### src/rtl/pcseq_pkg.sv
package pcseq_pkg;
  typedef enum logic [2:0] {
    KIND_SEQ  = 3'd0,
    KIND_JMP  = 3'd1,
    KIND_LNK  = 3'd2,
    KIND_XCH  = 3'd3,
    KIND_LXCH = 3'd4
  } br_kind_t;

  localparam int unsigned WIDE_STEP    = 4;
  localparam int unsigned COMPACT_STEP = 2;
endpackage

### src/rtl/pcseq_incr.sv
module pcseq_incr #(
  parameter int unsigned AW = 32
) (
  input  logic [AW-1:0] pc,
  input  logic          compact,
  output logic [AW-1:0] sum
);
  import pcseq_pkg::*;
  localparam logic [AW-1:0] WSTEP = AW'(WIDE_STEP);
  localparam logic [AW-1:0] CSTEP = AW'(COMPACT_STEP);

  assign sum = pc + (compact ? CSTEP : WSTEP);
endmodule

### src/rtl/pcseq_link.sv
module pcseq_link #(
  parameter int unsigned AW = 32
) (
  input  logic [AW-1:0] ret_addr,
  input  logic          compact,
  output logic [AW-1:0] link
);
  assign link = {ret_addr[AW-1:1], ret_addr[0] | compact};
endmodule

### src/rtl/pcseq_xchg.sv
module pcseq_xchg #(
  parameter int unsigned AW = 32
) (
  input  logic [AW-1:0] target,
  output logic [AW-1:0] aligned,
  output logic          to_compact
);
  assign to_compact = target[0];
  assign aligned    = {target[AW-1:2], target[1] & target[0], 1'b0};
endmodule

### src/rtl/pcseq_unit.sv
module pcseq_unit #(
  parameter int unsigned AW = 32
) (
  input  logic          clk,
  input  logic          rst,
  input  logic          step_valid,
  input  logic [2:0]    br_kind,
  input  logic [AW-1:0] br_target,
  output logic [AW-1:0] pc_q,
  output logic          compact_q,
  output logic          lnk_we,
  output logic [AW-1:0] lnk_val
);
  import pcseq_pkg::*;

  logic [AW-1:0] seq_pc;
  logic [AW-1:0] xch_pc;
  logic          xch_state;
  logic [AW-1:0] pc_d;
  logic          compact_d;
  logic          is_link;

  pcseq_incr #(.AW(AW)) u_incr (
    .pc      (pc_q),
    .compact (compact_q),
    .sum     (seq_pc)
  );

  pcseq_link #(.AW(AW)) u_link (
    .ret_addr (seq_pc),
    .compact  (compact_q),
    .link     (lnk_val)
  );

  pcseq_xchg #(.AW(AW)) u_xchg (
    .target     (br_target),
    .aligned    (xch_pc),
    .to_compact (xch_state)
  );

  always_comb begin
    pc_d      = seq_pc;
    compact_d = compact_q;
    is_link   = 1'b0;
    case (br_kind)
      KIND_JMP:  pc_d = br_target;
      KIND_LNK: begin
        pc_d    = br_target;
        is_link = 1'b1;
      end
      KIND_XCH: begin
        pc_d      = xch_pc;
        compact_d = xch_state;
      end
      KIND_LXCH: begin
        pc_d      = xch_pc;
        compact_d = xch_state;
        is_link   = 1'b1;
      end
      default: pc_d = seq_pc;
    endcase
  end

  assign lnk_we = step_valid && is_link && !rst;

  always_ff @(posedge clk) begin
    if (rst) begin
      pc_q      <= '0;
      compact_q <= 1'b0;
    end else if (step_valid) begin
      pc_q      <= pc_d;
      compact_q <= compact_d;
    end
  end

  AST_HOLD_IDLE: assert property (@(posedge clk) disable iff (rst)
    !step_valid |=> $stable(pc_q) && $stable(compact_q));
  AST_LINK_NEEDS_STEP: assert property (@(posedge clk) disable iff (rst)
    lnk_we |-> step_valid);
  AST_XCHG_ALIGN: assert property (@(posedge clk) disable iff (rst)
    step_valid && (br_kind == KIND_XCH || br_kind == KIND_LXCH)
      |=> !pc_q[0] && (compact_q || !pc_q[1]));
  AST_XCHG_STATE: assert property (@(posedge clk) disable iff (rst)
    step_valid && (br_kind == KIND_XCH || br_kind == KIND_LXCH)
      |=> compact_q == $past(br_target[0]));
  AST_JMP_NO_LINK: assert property (@(posedge clk) disable iff (rst)
    step_valid && br_kind == KIND_JMP |-> !lnk_we);
  AST_SEQ_STEP: assert property (@(posedge clk) disable iff (rst)
    step_valid && br_kind == KIND_SEQ
      |=> pc_q == $past(pc_q) + ($past(compact_q) ? AW'(2) : AW'(4)));
  AST_LINK_TAG: assert property (@(posedge clk) disable iff (rst)
    lnk_we && compact_q |-> lnk_val[0]);
endmodule

### config.mk
export PLATFORM = sky130hd
export DESIGN_NAME = pcseq_unit
export DESIGN_NICKNAME = d
export VERILOG_FILES = /design/src/rtl/pcseq_pkg.sv /design/src/rtl/pcseq_incr.sv /design/src/rtl/pcseq_link.sv /design/src/rtl/pcseq_xchg.sv /design/src/rtl/pcseq_unit.sv
export SDC_FILE = /design/constraint.sdc
export NUM_CORES = 1
export LEC_CHECK = 0
export BUFFER_PORTS_ARGS = -buffer_cell sky130_fd_sc_hd__buf_4
export CAP_MARGIN = 20
export CORE_MARGIN = 1.5
export CORE_UTILIZATION = 50
export DETAILED_ROUTE_END_ITERATION = 12
export GPL_TIMING_DRIVEN = 0
export HOLD_SLACK_MARGIN = 0.15
export PLACE_DENSITY = 0.81
export SLEW_MARGIN = 5
export SYNTH_ARGS = -nofsm -noshare
export SYNTH_HDL_FRONTEND = slang
export SYNTH_SLANG_ARGS = --single-unit
### constraint.sdc
create_clock -name clk -period 2.82 [get_ports clk]
set_input_delay 0 -clock clk [delete_from_list [all_inputs] [get_ports clk]]
set_output_delay 0 -clock clk [all_outputs]
set_load 0.01 [all_outputs]
==> reports/metrics.cfg <==
[floorplan]
die_h_um=77.1
die_w_um=77.1
start_util=0.527
io_pins=104
dieArea_um2=5940
row_count=26
core_area_um2=5200

[setup_path]
setup.worst_path.start_class=register
worstPathArrival_ns=2.59
cp_slowest_stage_delay_ns=0.42
reg2reg_slack_ns=0.31
endpoint_kind=primary output
crit_chain=ha_1 -> fa_1 -> nand4_1 -> or4_1 -> buf_2 -> nor3_4 -> xor2_1 -> buf_4
path_class=register to primary output
crit_buf_inv=2
reg2reg_from=compact_q
reg2reg_to=pc_q[31]
crit_family=simple AND/OR/NAND/NOR gates
reg2regPathDepth=8
slowest_stage=or4_1
path_max_fanout=6
critPathRequiredTime_ns=2.82

[outcome]
status=finished clean

[power_and_ir_drop]
leakagePower_uw=0.00166
powerDensity_nw_per_um2=351
ir_worst_vdd_mv=0.232

[cells_and_area]
n_antenna_cell=0
fin_util=0.763
final_area_um2=3970
area_delta_synth_final_pct=44.6
nets=536
layoutNonFillerInstCount=565
drive_above_1_share=0.283

[clocking]
clk_latency_ns=0.30
clockRootBuffer=clkbuf_8
cts.sinks=33
cts_resized=0
cts_buffers=5
cts.clk_slew.worst_paths_ns=0.07
htreeDepth=2
cts_tree=built
clockBufferDepth=2

[logic_synthesis]
syn_nets=399
ys_seq_area_frac=0.241
synth_flop_cell=dfxtp_1
synth_area_per_cell_um2=7.67
synth-edff-count=0
ys_types=62
yosysWarnings=0
synthesis.area_um2=2750
synthCells=358
async_flop_share=0
ys_seq_elements=33

[timing]
fin_worst_skew_ns=0.0126
rsz0062_at_grt=false
hold_violations=0
finalSetupTns_ns=0
fmax_mhz=386
drv_slew=0
worst_pin_slew_ns=0.662
fin_crit_ns=2.59
worst_slew_margin_rel=0.559
fin_crit_sh=0.918
finalSetupViolations=0

[place]
io_buffers=99
dp_hpwl_um=6770
dpl.cell_count=527
gp_congestion=0.893
placed_cell_area_um2=3580

[min_path]
min_path_type=input port to register
min-delay-start=br_target[10]
min_path_cells=4
holdPathEnd=pc_q[10]

[route]
route.antenna.remaining_nets=0
drc_errors=0
first_iter_violations=345
viasPerCell=6.07
wirelength_um=9790
vias=3429
routedWlPerCell_um=17.3
drtPass1Iterations=7

[grt]
grt_first_pass_wirelength_um=15800
antenna_found_initial=0
grt_overflow=0
grt_max_degree=11
grt_use_total=0.334
grt_pass1_vias=3261

[flow_run]
cap_violations=0

## registers in the layout, summed over array words and instances, names as in the netlist
signal and flops:
compact_q 1, pc_q 32
## cell usage in the layout, fill, tap and decap left out, drive strengths merged, types with 4 or more instances in the layout
cell | synthesis | routed
o21a | 4 | 4
a21oi | 18 | 18
nand2b | 7 | 7
and4 | 7 | 7
xor2 | 12 | 12
xnor2 | 19 | 19
nand4 | 11 | 11
nor4b | 5 | 5
dfxtp | 33 | 33
a31oi | 20 | 20
nand3 | 15 | 15
clkbuf | 21 | 28
nand2 | 33 | 33
dlygate4sd3 | 0 | 30
inv | 6 | 6
and3 | 6 | 6
nor2 | 25 | 25
a22o | 4 | 4
buf | 13 | 113
a22oi | 5 | 5
o21ai | 13 | 13
nor2b | 14 | 14
o32ai | 6 | 6
nand3b | 5 | 5
nor4 | 6 | 6
nor3 | 10 | 10
mux2 | 6 | 6
## worst min-delay path, stage by stage
cell	delay (ns)
buf_4	0.07
and3_1	0.13
o21ai_0	0.08
a21oi_1	0.12
## layer usage
metal / track usage / wire length [µm] / part of all wire
met1: 0.428 / 4030 / 0.41
met2: 0.564 / 4690 / 0.48
met3: 0.0631 / 899 / 0.092
met4: 0.105 / 171 / 0.017
met5: 0 / 0 / 0
## where the power goes
group	internal, µW	total [µW]	switching (µW)
combinational	231	466	235
sequential	497	542	44.5
clock	194	384	190
## cells by family after synthesis
kind of cell,Yosys count,share of synthesized area
AO/OA/AOI/OAI,86,0.209
XOR/XNOR,31,0.0989
adder cells (fa/ha/maj),3,0.0164
buffers and inverters,40,0.0624
flip-flops,33,0.241
multiplexers,8,0.0333
AND/OR/NAND/NOR,157,0.339
## synthesized netlist by cell type (all sizes together) (2+ instances only)
cell    instances  area share
nand2          33       0.047
a32oi           2      0.0064
clkbuf         21       0.029
a211o           2      0.0064
nor4            6       0.019
a21oi          18       0.034
or4b            2      0.0073
xnor2          19       0.061
inv             6      0.0082
nand4          11       0.035
o31ai           2      0.0055
a31oi          20       0.046
nor4b           5       0.016
buf            13       0.026
nand2b          7       0.016
xor2           12       0.038
and3            6       0.014
o32ai           6       0.019
nor3           10       0.024
a22oi           5       0.014
o311ai          2      0.0064
o21a            4       0.011
nor2           25       0.036
nand3b          5       0.014
mux2i           2      0.0073
o21ai          13       0.024
dfxtp          33        0.24
nand3          15       0.027
or4             3      0.0082
or3             2      0.0046
and4            7       0.023
ha              2      0.0091
a22o            4       0.013
a211oi          2      0.0055
mux2            6       0.026
nor2b          14       0.032
## per-stage QoR
step | hold WS, ns | power (µW) | setup WS (ns)
2_1_floorplan | 0.147 | 775 | 0.491
3_3_place_gp | 0.265 | 963 | 0.295
3_5_place_dp | 0.265 | 973 | 0.252
4_1_cts | 0.159 | 1380 | 0.135
5_1_grt | 0.179 | 1450 | 0.0651
6_report | 0.164 | 1390 | 0.232
## timing repair
item / CTS / global route
hold endpoints to repair: 30 / 0
endpoints found under the setup margin: 0 / 1
buffers inserted: 0 / 1
hold buffers: 30 / 0
## layout make-up
| class | count | area [µm²] |
|---|---|---|
| Buffer | 34 | 149 |
| Clock buffer | 7 | 86.3 |
| Fill cell | 431 | 1230 |
| Inverter | 6 | 22.5 |
| Multi-Input combinational cell | 285 | 1910 |
| Sequential cell | 33 | 661 |
| Tap cell | 70 | 87.6 |
| Timing Repair Buffer | 130 | 1050 |
## worst max-delay path by stage
stage,from,slack (ns),to,cells past startpoint
2_1_floorplan,compact_q,0.49,pc_q[29],8
3_3_place_gp,compact_q,0.29,pc_q[29],8
3_5_place_dp,compact_q,0.25,pc_q[29],8
4_1_cts,compact_q,0.13,lnk_val[29],8
5_1_grt,compact_q,0.07,lnk_val[30],9
6_report,compact_q,0.23,lnk_val[29],8
(Power assumes the default switching activity.)
